File: src/rtl/sreg_guard_pkg.sv
package sreg_guard_pkg;
  typedef enum logic [1:0] {
    ZONE_NONE    = 2'd0,
    ZONE_QUARTER = 2'd1,
    ZONE_HALF    = 2'd2,
    ZONE_ALL     = 2'd3
  } zone_e;

  typedef enum logic {
    JOB_ARRAY  = 1'b0,
    JOB_STATUS = 1'b1
  } job_e;

  // positions in the status byte that a status write may change
  localparam int LOCK_POS   = 7;
  localparam int ZONE_HI    = 3;
  localparam int ZONE_LO    = 2;
  localparam int NV_W       = 3;
endpackage

File: src/rtl/sreg_zone_check.sv
module sreg_zone_check
  import sreg_guard_pkg::*;
#(
  parameter int ADDR_W = 13
) (
  input  zone_e              zone,
  input  logic [ADDR_W-1:0]  addr,
  output logic               hit
);
  localparam int TOP = ADDR_W - 1;

  always_comb begin
    unique case (zone)
      ZONE_NONE:    hit = 1'b0;
      ZONE_QUARTER: hit = addr[TOP] & addr[TOP-1];
      ZONE_HALF:    hit = addr[TOP];
      default:      hit = 1'b1;
    endcase
  end
endmodule

File: src/rtl/sreg_nv_bits.sv
module sreg_nv_bits
  import sreg_guard_pkg::*;
#(
  parameter logic [NV_W-1:0] NV_INIT = '0
) (
  input  logic             clk,
  input  logic             commit,
  input  logic [NV_W-1:0]  din,
  output logic [NV_W-1:0]  nv
);
  // no reset on purpose: these flops model cells that keep their value
  logic [NV_W-1:0] nv_q = NV_INIT;

  always_ff @(posedge clk) begin
    if (commit) nv_q <= din;
  end

  assign nv = nv_q;
endmodule

File: src/rtl/sreg_guard.sv
module sreg_guard
  import sreg_guard_pkg::*;
#(
  parameter int              ADDR_W  = 13,
  parameter logic [NV_W-1:0] NV_INIT = '0
) (
  input  logic              clk,
  input  logic              rst,
  input  logic              wprot_n,
  input  logic              cmd_wren,
  input  logic              cmd_wrdi,
  input  logic              cmd_wrsr,
  input  logic              cmd_write,
  input  logic [7:0]        wr_data,
  input  logic [ADDR_W-1:0] addr,
  input  logic              wr_done,
  output logic [7:0]        status_byte,
  output logic              write_ok,
  output logic [NV_W-1:0]   nv_bits
);
  logic            wel_q, wip_q, ok_q;
  job_e            job_q;
  logic [NV_W-1:0] pend_q;
  logic [NV_W-1:0] nv;
  logic            zone_hit, hw_lock;
  logic            arr_req, arr_go, st_req, st_go, finish, commit;

  sreg_zone_check #(.ADDR_W(ADDR_W)) u_zone (
    .zone (zone_e'(nv[1:0])),
    .addr (addr),
    .hit  (zone_hit)
  );

  sreg_nv_bits #(.NV_INIT(NV_INIT)) u_nv (
    .clk    (clk),
    .commit (commit),
    .din    (pend_q),
    .nv     (nv)
  );

  always_comb begin
    hw_lock = nv[2] & ~wprot_n;
    arr_req = cmd_write & ~wip_q;
    arr_go  = arr_req & wel_q & ~zone_hit;
    st_req  = cmd_wrsr & ~wip_q;
    st_go   = st_req & wel_q & ~hw_lock;
    finish  = wr_done & wip_q;
    commit  = finish & (job_q == JOB_STATUS);
  end

  always_ff @(posedge clk) begin
    if (rst) begin
      wel_q  <= 1'b0;
      wip_q  <= 1'b0;
      ok_q   <= 1'b0;
      job_q  <= JOB_ARRAY;
      pend_q <= '0;
    end else begin
      ok_q <= arr_go | st_go;
      if (finish) begin
        wip_q <= 1'b0;
        wel_q <= 1'b0;
      end else if (!wip_q) begin
        if (arr_go || st_go) begin
          wip_q <= 1'b1;
          job_q <= st_go ? JOB_STATUS : JOB_ARRAY;
          if (st_go) pend_q <= {wr_data[LOCK_POS], wr_data[ZONE_HI], wr_data[ZONE_LO]};
        end else if (arr_req || st_req) begin
          wel_q <= 1'b0;
        end else if (cmd_wren) begin
          wel_q <= 1'b1;
        end else if (cmd_wrdi) begin
          wel_q <= 1'b0;
        end
      end
    end
  end

  assign status_byte = {nv[2], 3'b000, nv[1:0], wel_q, wip_q};
  assign write_ok    = ok_q;
  assign nv_bits     = nv;

  // acceptance pulse lasts one cycle
  a_r6_ok_single: assert property (@(posedge clk) disable iff (rst)
    ok_q |=> !ok_q);
  // nothing is accepted while a cycle runs
  a_r10_busy_quiet: assert property (@(posedge clk) disable iff (rst)
    wip_q |=> !ok_q);
  // no acceptance without the enable bit
  a_r4_need_enable: assert property (@(posedge clk) disable iff (rst)
    !wel_q |=> !ok_q);
  // done ends the cycle and drops the enable bit
  a_r6_done_clears: assert property (@(posedge clk) disable iff (rst)
    (wip_q && wr_done) |=> (!wip_q && !wel_q));
  // write into a protected zone is refused and disarms
  a_r7_reject_clears: assert property (@(posedge clk) disable iff (rst)
    (cmd_write && !wip_q && zone_hit) |=> (!wel_q && !wip_q && !ok_q));
  // frozen bits do not move under hardware protection
  a_r9_frozen: assert property (@(posedge clk) disable iff (rst)
    (nv[2] && !wprot_n && !wip_q) |=> $stable(nv));
endmodule

File: config.mk
export PLATFORM = sky130hd
export DESIGN_NAME = sreg_guard
export DESIGN_NICKNAME = d
export VERILOG_FILES = /design/src/rtl/sreg_guard_pkg.sv /design/src/rtl/sreg_zone_check.sv /design/src/rtl/sreg_nv_bits.sv /design/src/rtl/sreg_guard.sv
export SDC_FILE = /design/constraint.sdc
export NUM_CORES = 1
export LEC_CHECK = 0
export BUFFER_PORTS_ARGS = -buffer_cell sky130_fd_sc_hd__buf_2
export CAP_MARGIN = 30
export CORE_AREA = 3 3 40 42
export CTS_BUF_LIST = sky130_fd_sc_hd__clkbuf_2
export DETAILED_ROUTE_END_ITERATION = 10
export DIE_AREA = 0 0 43 45
export GPL_ROUTABILITY_DRIVEN = 0
export PLACE_DENSITY_LB_ADDON = 0.2
export RECOVER_POWER = 100
export REMOVE_ABC_BUFFERS = 1
export SYNTH_ARGS = -nofsm -noshare
export SYNTH_HDL_FRONTEND = slang
export SYNTH_SLANG_ARGS = --single-unit
File: constraint.sdc
create_clock -name clk -period 2.41 [get_ports clk]
set_clock_uncertainty 0.15 [all_clocks]
set_input_delay 0.1205 -clock clk [delete_from_list [all_inputs] [get_ports clk]]
set_output_delay 0.1205 -clock clk [all_outputs]
set_load 0.05 [all_outputs]
==> Yosys cells after proc, flatten, opt, wreduce, memory -nomap -nowiden <==
Cells that the tools add are included.
W data, S select, Z words.
{ "totals": {"reg_bits": 10, "inputBits": 29, "out_inout_bits": 12} }
{ "classes": {"eq_ne": 2, "n_mux": 7, "n_bitwise": 17, "n_reduce_logical": 8} }
{ "op_table": {"columns": ["operator", "count"], "rows": [
  ["$and A1 B1 Y1", 10],
  ["$mux W1", 6],
  ["$not A1 Y1", 6],
  ["$reduce_and A3 Y1", 2],
  ["$reduce_and A4 Y1", 1],
  ["$pmux W1 S3", 1],
  ["$reduce_bool A3 Y1", 1],
  ["$eq A2 B1 Y1 const B", 1],
  ["$eq A2 B2 Y1 const B", 1],
  ["$logic_not A2 Y1", 1],
  ["$logic_or A1 B1 Y1", 2],
  ["$reduce_or A2 Y1", 1],
  ["$or A1 B1 Y1", 1]
]} }

==> Longest topological paths before layout <==
Gate-level depths: netlist of run 1.
{ "logic_depth": {"ltp_word": 7, "ltp_mapped": 3, "ltp_nobuf": 3} }

==> Cells and area by module <==
Synthesis of run 1 repeated with hierarchy kept, for this count alone.
{ "unflattened": {"cells_unflattened": 50, "hier_area_um2": 489.2} }
{ "modules_own_cells": {"columns": ["mod", "n_inst", "cells_each", "area_per_inst_um2", "seq_area_each_um2"], "rows": [
  ["sreg_guard", 1, 44, 385.4, 140.1],
  ["sreg_nv_bits", 1, 3, 90.1, 90.1],
  ["sreg_zone_check", 1, 3, 13.8, 0.0]
]} }

==> Worst setup path before layout of run 1 <==
Ideal clock, no wire load.
{ "synth_path": {"path_kind": "register to register", "from": "register u_nv.nv_q[1], in the netlist u_nv.nv[1]", "to": "register wip_q", "setup_time_ns": 0.095, "t_arrival_ns": 1.399, "slack_ns": 0.766, "stages_incl_launch_ff": 4, "synth_period_minus_slack_ns": 1.644, "path_cell_list": "edfxtp_1 a21o_1 a221o_1 a221oi_1"} }
{ "synth_via": {"elab_chain_len": 7} }
{ "synth_rtl": {"columns": ["item", "line_no", "rtl"], "rows": [
  ["start: declaration", "sreg_nv_bits.sv:12", "logic [NV_W-1:0] nv_q = NV_INIT;"],
  ["start signal: assignment", "sreg_nv_bits.sv:15", "if (commit) nv_q <= din;"],
  ["$eq A2 B2 Y1 (tied with other cells)", "sreg_zone_check.sv:13", "unique case (zone)"],
  ["$pmux W1 S3 *", "sreg_zone_check.sv:13", null],
  ["$not A1 Y1 *", "sreg_guard.sv:44", "arr_go = arr_req & wel_q & ~zone_hit;"],
  ["$and A1 B1 Y1 *", "sreg_guard.sv:44", null],
  ["$logic_or A1 B1 Y1 *", "sreg_guard.sv:64", "if (arr_go || st_go) begin"],
  ["$mux W1 *", "sreg_guard.sv:64", null],
  ["$mux W1 *", "sreg_guard.sv:63", "end else if (!wip_q) begin"],
  ["end signal: assignment", "sreg_guard.sv:54", "wip_q <= 1'b0;"],
  ["end signal: assignment", "sreg_guard.sv:61", "wip_q <= 1'b0;"],
  ["end signal: assignment", "sreg_guard.sv:65", "wip_q <= 1'b1;"],
  ["end: declaration", "sreg_guard.sv:21", "logic wel_q, wip_q, ok_q;"]
]} }
Every way passes the cells marked *; elsewhere a longest branch is shown, timed or not.
A chain may end at the register's enable or synchronous reset.

==> Worst setup path in the final report of run 1 <==
{ "layout_path": {"from": "register wip_q", "to": "register pend_q[0]"} }
{ "layout_via": {"elab_chain_len": 6} }
{ "layout_rtl": {"columns": ["item", "line_no", "rtl"], "rows": [
  ["$not A1 Y1 (no source line)", null, null],
  ["$and A1 B1 Y1, on equally long branches", "sreg_guard.sv:43, sreg_guard.sv:45", null],
  ["$and A1 B1 Y1, on equally long branches (2 in a row)", "sreg_guard.sv:44, sreg_guard.sv:46", null],
  ["$logic_or A1 B1 Y1", "sreg_guard.sv:64", null],
  ["$reduce_and A4 Y1 (no source line) *", null, null],
  ["end signal: assignment", "sreg_guard.sv:67", "if (st_go) pend_q <= {wr_data[LOCK_POS], wr_data[ZONE_HI], wr_data[ZONE_LO]};"],
  ["end: declaration", "sreg_guard.sv:23", "logic [NV_W-1:0] pend_q;"]
]} }
Marked as above.

==> metrics, run 1 <==
Synth Cell Area=about 500 µm²; TNS Setup=0 ns; number of global-route vias before repair=~420; Mean Syn Cell Area=~10 µm²; Via density=just under 5; cell taking the most area after synthesis=dfxtp_1; ANT cells=0; Slew Limit Fails=0; hold crit path type=primary input to register; Synth area leaders=dfxtp_1 (28%), edfxtp_1 (18%), buf_4 (12%); Final Hold Vio Count=0; MaxCap Viol Count=0; RSZ-0062 raised after global routing=no; layout cells sized above 1=25.0%; clock sink count=10; post-route minimum period=~1.8 ns; Synth cell types=22; worst skew pair latency=about 0.25 ns; Worst Max-Slew Pin Slew=0.611 ns; largest net degree at the start of global routing=11; chip height=45 µm; WHS Endpoint=wel_q; R2R Setup Slk=roughly 0.63 ns; post-DR wirelength/cell=about 12 µm; die width=about 43 µm; fin nets=between 100 and 150; full die area=0.00194 mm²; Hold Path Origin=cmd_wrsr; highest attainable clock frequency=about 560 MHz; placed instance area=around 570 µm²; leak pwr=approximately 0.29 nW; EDFF count, synth=3; Core Area=about 0.0013 mm²; FILL cells=around 130; ys flop type=dfxtp_1; Post-Syn Instances=50; clk buf depth=2; path depth of the worst reg2reg path=4; crit-path max FO=10; post-synthesis register bit count=10; asr flop ratio synth=0%; Detail Route Antenna Nets=0; Synth warnings=0; clk slew on worst S/H paths=roughly 0.10 ns; run status=complete, no violations; Layout area overhead=30.8%; RR Startpoint=wip_q; top-area cell type share of the netlist area=between 20% and 30%; Via Count=between 400 and 500; endpoint type of the worst setup path=register; Hold Buf Count CTS=8; Overall Global Routing Usage=a little under an eighth; I/O Pins=just over 40; initial core utilization=roughly two fifths; VDD IR-drop max=roughly 0.00026 V; Post-CTS Resized=0; CTS HTree Levels=1; total iterations of the first detailed-routing run=4; top-count cell post-synth=buf_4; post-route cell area=658 µm²; FP Rows=13; dpl hpwl=between 700 and 800 µm; IO Port Bufs=21; Reg2Reg Capture Point=pend_q[0]; CP Launch Type=register; final WL=around 1100 µm; Seq/Total Area, Yosys=about 46%; Crit path required time=between 2 and 2.5 ns; first-pass GRT wire length=1680 µm; Pwr per Cell Area=about 500 mW/mm²; CTS tree=yes; CTS Root Cell=clkbuf_2; # DRC=0; Setup Fix Bufs, Post-CTS=0; hold path depth=4; Num CTS Buffers=3; initial DRC count=11; setup violators final=0; initial antenna violation count=0; GRT overflow=0; worst slew margin relative to its limit=about three fifths; most instantiated cells after synthesis=buf_4 (8), a21oi_1 (7), dfxtp_1 (7); fin crit share=between 70% and 80%; Setup CP Type=register to register; Critical Path AT=1.82 ns
==> power breakdown <==
group | leakage [nW] | switching, mW | internal (mW)
clock network | 0.0166 | 0.0575 | 0.0441
logic | 0.184 | 0.0300 | 0.0218
registers | 0.0869 | 0.00315 | 0.175
total | 0.288 | 0.0906 | 0.241
==> layer usage <==
layer	GRT usage (%)	vias up	share of wire, %
met5	0	-	0
met4	4.82	0	0.93
met3	3.98	2	8.8
met2	18.9	23	44
met1	14.0	198	46
li1	-	223	-
==> flip-flops by register name (all words and copies together) (netlist names) <==
register and cells:
wel_q 1, job_q 1, write_ok 1, wip_q 1, pend_q 3, u_nv.nv 3
==> cells in the final DEF, fill, tap and decap left out <==
master / synthesis / final
a21o_1: 1 / 1
a21oi_1: 7 / 7
a221o_1: 1 / 1
a221oi_1: 1 / 1
a311oi_2: 1 / 1
and2b_4: 1 / 1
and3_1: 1 / 1
and3b_1: 0 / 1
buf_2: 0 / 12
clkbuf_1: 0 / 9
clkbuf_2: 0 / 4
conb_1: 1 / 3
dfxtp_1: 7 / 7
dlygate4sd3_1: 0 / 8
edfxtp_1: 3 / 3
nand2_1: 2 / 2
nand2b_1: 2 / 2
nand3_1: 3 / 3
nand3b_1: 1 / 1
nand3b_4: 1 / 1
nor2_1: 1 / 1
nor2b_1: 2 / 2
o21ai_0: 3 / 3
o2bb2ai_1: 1 / 1
==> critical path: stages (launching register included) <==
cell and delay, ns:
dfxtp_1 0.40, and3b_1 0.34, nand3_1 0.10, a21oi_1 0.14
dlygate4sd3_1 0.58
==> how the worst max path moves through the flow <==
| stage | startpoint | endpoint | slack (ns) |
|---|---|---|---|
| after detailed placement | u_nv.nv[1] | wip_q | 0.99 |
| final | wip_q | pend_q[0] | 0.63 |
| after CTS | wip_q | pend_q[0] | 0.69 |
| after global placement | u_nv.nv[1] | wip_q | 0.99 |
| after floorplan | u_nv.nv[1] | wip_q | 0.54 |
| after global routing | wel_q | pend_q[0] | 0.57 |
==> cell type report <==
type / instances / area, µm² / share of cell area, %
Clock buffer: 4 / 20.0 / 3.04
Multi-Input combinational cell: 33 / 215 / 32.7
Sequential cell: 10 / 230 / 35.0
Tap cell: 15 / 18.8 / 2.85
Timing Repair Buffer: 29 / 174 / 26.4
==> logic make-up (layout without fill, tap and decap cells) <==
| family | Yosys count | in the layout | synth area share (%) |
|---|---|---|---|
| buf+inv | 9 | 33 | 12.7 |
| flops | 10 | 10 | 45.8 |
| other cells | 1 | 3 | 0.746 |
| simple gates | 15 | 15 | 20.9 |
| compound gates | 15 | 15 | 19.9 |
==> per-stage QoR <==
step	worst slack [ns]	total power, mW	std cells	hold WS, ns	utilization (%)
2_1_floorplan	0.545	0.210	43	0.0384	-
5_1_grt	0.565	0.345	91	0.216	51.2
6_report	0.634	0.331	91	0.166	51.2
4_1_cts	0.690	0.332	91	0.169	52.2
3_5_place_dp	0.986	0.227	79	0.212	44.4
3_3_place_gp	0.992	0.227	79	0.208	44.4
Note: power is estimated with default switching activity, not from simulation.
==> run 2: changes to the inputs <==
clock period = 1.7 ns   (was 2.41 ns; I/O delays follow)
==> run 2 against run 1 <==
Setup slack lost 0.42 ns. Core utilization is 2.3 points lower. Total power up 40%. Critical path type is now register to primary output. Critical endpoint is now status_byte[0]. Cell count down 3.3%. Register-to-register slack lost 0.39 ns. Count of clock-buffer cells in the layout unchanged. Largest power group unchanged. Worst hold slack got worse by 0.087 ns. Via count grew 0.45%. Global-route usage decreased by 0.34 points. Die area unchanged. Clock power increased by 38%. Cell area shrank 4.6%.
==> metrics, run 2 (synthesized netlist as in run 1, its figures left out) <==
Via Count=448 (+0.45%); Final Core Density=48.9% (-2.3 points); die width=43 µm (unchanged); worst slew margin relative to its limit=60.3% (+0.86 points); Pwr per Cell Area=741 mW/mm² (+47%); # DRC=0 (unchanged); total power=0.465 mW (+40%); Num CTS Buffers=3 (unchanged); CTS Root Cell=clkbuf_2; initial antenna violation count=0 (unchanged); initial DRC count=14 (+3); clock sink count=10 (unchanged); IO Port Bufs=21 (unchanged); total iterations of the first detailed-routing run=4 (unchanged); FP Rows=13 (unchanged); worst setup margin=0.214 ns (-0.420 ns); I/O Pins=41 (unchanged); placed insts=79 (unchanged); worst hold margin=0.0793 ns (-0.0872 ns); crit-path max FO=10 (unchanged); ANT cells=0 (unchanged); Layout area overhead=24.9%; clk buf depth=2 (unchanged); initial core utilization=39.1% (unchanged); Setup Fix Bufs, Post-CTS=0 (unchanged); Critical Path AT=1.25 ns (-0.57 ns); crit path cell chain=clkbuf_1; VDD IR-drop max=0.000368 V (+41%); delay-heaviest family, CP=buffers and inverters; Core Area=0.00128 mm² (unchanged); Crit path required time=1.46 ns (-0.99 ns); fin crit share=slightly below 90%; highest attainable clock frequency=between 600 and 700 MHz; MaxCap Viol Count=0 (unchanged); Final Hold Vio Count=0 (unchanged); number of global-route vias before repair=398 (-4.3%); Hold Path Origin=wprot_n; Setup CP Type=register to primary output; setup violators final=0 (unchanged); first-pass GRT wire length=1630 µm (-3.3%); run status=complete, no violations; post-DR wirelength/cell=11.5 µm (-2.6%); endpoint type of the worst setup path=primary output; full die area=0.00194 mm² (unchanged); FILL cells=132 (+2.3%); CTS HTree Levels=1 (unchanged); largest net degree at the start of global routing=11 (unchanged); WHS Endpoint=pend_q[1]; Overall Global Routing Usage=11.2% (-0.34 points); worst skew pair latency=0.25 ns (about the same); post-route minimum period=around 1.5 ns; path depth of the worst reg2reg path=3 (-1); RR Startpoint=u_nv.nv[1]; Via density=5.09 (+3.9%); leak pwr=0.267 nW (-7.2%); Slew Limit Fails=0 (unchanged); Max stage delay on crit path=0.51 ns (-0.07 ns); R2R Setup Slk=0.24 ns (-0.39 ns); layout cells sized above 1=26.0% (+1.0 points); Worst Max-Slew Pin Slew=0.598 ns (-0.0129 ns); pre-CTS setup slack=0.276 ns (-0.710 ns); CTS tree=yes; GRT overflow=0 (unchanged); RSZ-0062 raised after global routing=no; Critical-path top delay cell=clkbuf_1; Detail Route Antenna Nets=0 (unchanged); fin nets=103 (-2.8%); commonest non-fill, non-tap cell in the layout=buf_2; dpl hpwl=738 µm (unchanged); Reg2Reg Capture Point=wip_q; CP bufs+invs=1 (unchanged); chip height=45 µm (unchanged); clk slew on worst S/H paths=0.10 ns (about the same); final WL=1010 µm (-5.8%); hold path depth=4 (unchanged); final cell count without fillers=88 (-3.3%); commonest non-fill, non-tap cells in the layout=buf_2 (12), clkbuf_1 (9), a21oi_1 (7), dfxtp_1 (7), dlygate4sd3_1 (5); hold crit path type=primary input to register; CP Launch Type=register
-- run 2: cell types whose count changed in the layout (fill, tap and decap cells not counted), sizes merged --
cell	change
dlygate4sd3	-3
-- run 2: routing by layer --
metal / vias up / track usage (%) / wire length, µm
met3: 0 / 3.59 / 110
li1: 217 / - / -
met1: 200 / 14.2 / 476
met2: 31 / 18.3 / 428
met5: - / 0 / 0
met4: 0 / 3.61 / 0
-- run 2: worst max path at each step --
| stage | startpoint | to | slack (ns) | cells after the start |
|---|---|---|---|---|
| after floorplan | u_nv.nv[1] | wip_q | -0.17 | 3 |
| after global placement | u_nv.nv[1] | wip_q | 0.28 | 3 |
| after detailed placement | u_nv.nv[1] | wip_q | 0.28 | 3 |
| after CTS | u_nv.nv[1] | wip_q | 0.24 | 3 |
| after global routing | u_nv.nv[1] | wip_q | 0.13 | 3 |
| final | wip_q | status_byte[0] | 0.21 | 1 |
-- run 2: worst min-delay path, cell delays in order --
cell and delay (ns):
buf_2 0.09, nor2b_1 0.05, o21ai_0 0.15, a21oi_1 0.06
-- run 2: area by class of cell --
class	instances	area [µm²]	area share, %
repair buffers	26	144	22.9
well taps	15	18.8	2.99
multi-input cells	33	215	34.3
flip-flops and latches	10	230	36.7
clock buffers	4	20.0	3.19
-- run 2: metrics by stage --
| step | TNS (ns) | cell area, µm² |
|---|---|---|
| after floorplan | -0.472 | 447 |
| after detailed placement | 0 | 571 |
| final | 0 | 628 |
| after global routing | 0 | 628 |
| after CTS | 0 | 641 |
| after global placement | 0 | 571 |
-- run 2: power breakdown --
group          internal [mW]  switching [mW]
registers              0.248         0.00448
clock network         0.0625          0.0781
logic                 0.0298          0.0424
-- run 2: timing repair --
item	4_1_cts	5_1_grt
gates resized for setup	0	0
hold endpoints to repair	7	0
hold buffers	5	0
==> run 3: changes to the inputs <==
CELL_PAD_IN_SITES_DETAIL_PLACEMENT = 1   (was not set)
CELL_PAD_IN_SITES_GLOBAL_PLACEMENT = 2   (was not set)
CORE_AREA = not set   (was 3 3 40 42)
CORE_ASPECT_RATIO = 0.7   (was not set)
CORE_MARGIN = 3   (was not set)
CORE_UTILIZATION = 20   (was not set)
DIE_AREA = not set   (was 0 0 43 45)
SETUP_SLACK_MARGIN = 0.5   (was not set)
==> run 3 against run 2 <==
Clock power barely moved. Global-route usage fell by 3.3 points. Worst hold slack got worse by 0.021 ns. Count of clock-buffer cells in the layout did not move. Critical path type is now register to register. Critical path depth rose by 2. First-iteration DRC count fell by 57%. Die area rose by 63%.
==> metrics, run 3 (synthesized netlist as in run 1, its figures left out) <==
total iterations of the first detailed-routing run=2 (-2); worst slew margin relative to its limit=59.9% (-0.44 points); CTS HTree Levels=1 (unchanged); highest attainable clock frequency=682 MHz (+1.3%); Detail Route Antenna Nets=0 (unchanged); Crit path required time=1.70 ns (+0.24 ns); post-route minimum period=1.47 ns (-0.0194 ns); initial DRC count=6 (-8); fin nets=106 (+2.9%); Slew Limit Fails=0 (unchanged); Layout area overhead=37.3%; commonest non-fill, non-tap cell in the layout=buf_2; ANT cells=0 (unchanged); commonest non-fill, non-tap cells in the layout=buf_2 (12), a21oi_1 (7), clkbuf_2 (6), dfxtp_1 (6), clkbuf_1 (6); layout cells sized above 1=34.2% (+8.2 points); initial antenna violation count=0 (unchanged); final cell count without fillers=108 (+23%); Max stage delay on crit path=0.43 ns (-0.08 ns); GRT overflow=0 (unchanged); Worst Max-Slew Pin Slew=0.604 ns (+0.00664 ns); hold crit path type=primary input to register; Final Core Density=30.6% (-18 points); clk slew on worst S/H paths=0.10 ns (about the same); Pwr per Cell Area=673 mW/mm² (-9.1%); RSZ-0062 raised after global routing=yes; post-DR wirelength/cell=11.3 µm (-1.9%); fin crit share=86.3% (-1.1 points); crit path cell chain=a21o_1, a221o_1, a221oi_1; dpl hpwl=878 µm (+19%); CTS Root Cell=clkbuf_2; CP Launch Type=register; CP bufs+invs=0 (-1); Critical-path top delay cell=edfxtp_1; crit-path max FO=4 (-6); Multi-input gate area=215 µm² (unchanged); full die area=0.00316 mm² (+63%); run status=complete, no violations; FILL cells=268 (+100%); IO Port Bufs=21 (unchanged); largest net degree at the start of global routing=11 (unchanged); delay-heaviest family, CP=compound AO/OA/AOI/OAI gates; CTS tree=yes; endpoint type of the worst setup path=register; Num CTS Buffers=3 (unchanged); I/O Pins=41 (unchanged); Critical Path AT=1.47 ns (+0.22 ns); Core Area=0.00226 mm² (+76%); clock sink count=10 (unchanged); MaxCap Viol Count=0 (unchanged); placed insts=96 (+22%); number of global-route vias before repair=410 (+3.0%); Via Count=442 (-1.3%); initial core utilization=22.3% (-17 points); Setup CP Type=register to register; worst skew pair latency=0.25 ns (about the same); VDD IR-drop max=0.000156 V (-58%); Storage cell area=231 µm² (+0.54%); FP Rows=14 (+1); chip height=48.0 µm (+6.6%); clk buf depth=2 (unchanged); first-pass GRT wire length=1840 µm (+13%); Final Hold Vio Count=0 (unchanged); # DRC=0 (unchanged); R2R Setup Slk=0.23 ns (about the same); setup violators final=0 (unchanged); leak pwr=0.296 nW (+11%); die width=65.9 µm (+53%); Via density=4.09 (-20%); Overall Global Routing Usage=7.86% (-3.3 points); final WL=1220 µm (+20%)
## run 3: changes by cell type in the layout (fill, tap and decap cells not counted), sizes merged
cell | before | now
buf | 12 | 15
## run 3: final cells by class
cell class	count	share of cell area, %
well taps	32	5.80
multi-input cells	33	31.2
flip-flops and latches	10	33.5
repair buffers	29	26.6
clock buffers	4	2.90
## run 3: path summary, 6_finish.rpt
| kind | to | from | depth (start not counted) |
|---|---|---|---|
| min reg2reg | u_nv.nv[2] | pend_q[2] | 0 |
| max reg2reg | wip_q | u_nv.nv[1] | 3 |
| max | wip_q | u_nv.nv[1] | 3 |
| min | pend_q[1] | wprot_n | 4 |
## run 3: worst register-to-register path: cells and delay by family (launching register included)
| kind | cells | cell delay (ns) |
|---|---|---|
| AO/OA/AOI/OAI | 3 | 0.79 |
| flip-flops | 1 | 0.43 |
## run 3: what timing repair did
item | 4_1_cts | 5_1_grt
hold buffers | 5 | 0
endpoints found under the hold margin | 7 | 0
setup buffers | 2 | 1
endpoints found under the setup margin | 9 | 14
resized for setup | 3 | 10
gates cloned | 0 | 0
pin swaps | 3 | 1
## run 3: metrics by stage
stage                     worst slack, ns  power, mW  hold WS (ns)  TNS, ns  area [µm²]
after floorplan                    -0.165      0.298       0.00286   -0.472         447
after global placement              0.260      0.323         0.174        0         592
after detailed placement            0.251      0.323         0.183        0         592
after CTS                           0.236      0.476        0.0638        0         688
after global routing                0.187      0.487         0.118        0         691
final                               0.233      0.465        0.0583        0         691
## run 3: metal layers
layer,up-vias,track usage [%],wire (µm)
met2,16,13.5,604
met3,2,3.05,72
met5,-,0,0
met1,198,8.88,524
li1,226,-,-
met4,0,3.64,19
## run 3: report_power, final
group	total [mW]	internal [mW]	leakage [nW]	switching [mW]
clock network	0.140	0.0625	0.0166	0.0772
logic	0.0724	0.0300	0.192	0.0424
registers	0.253	0.248	0.0873	0.00462
total	0.465	0.341	0.296	0.124
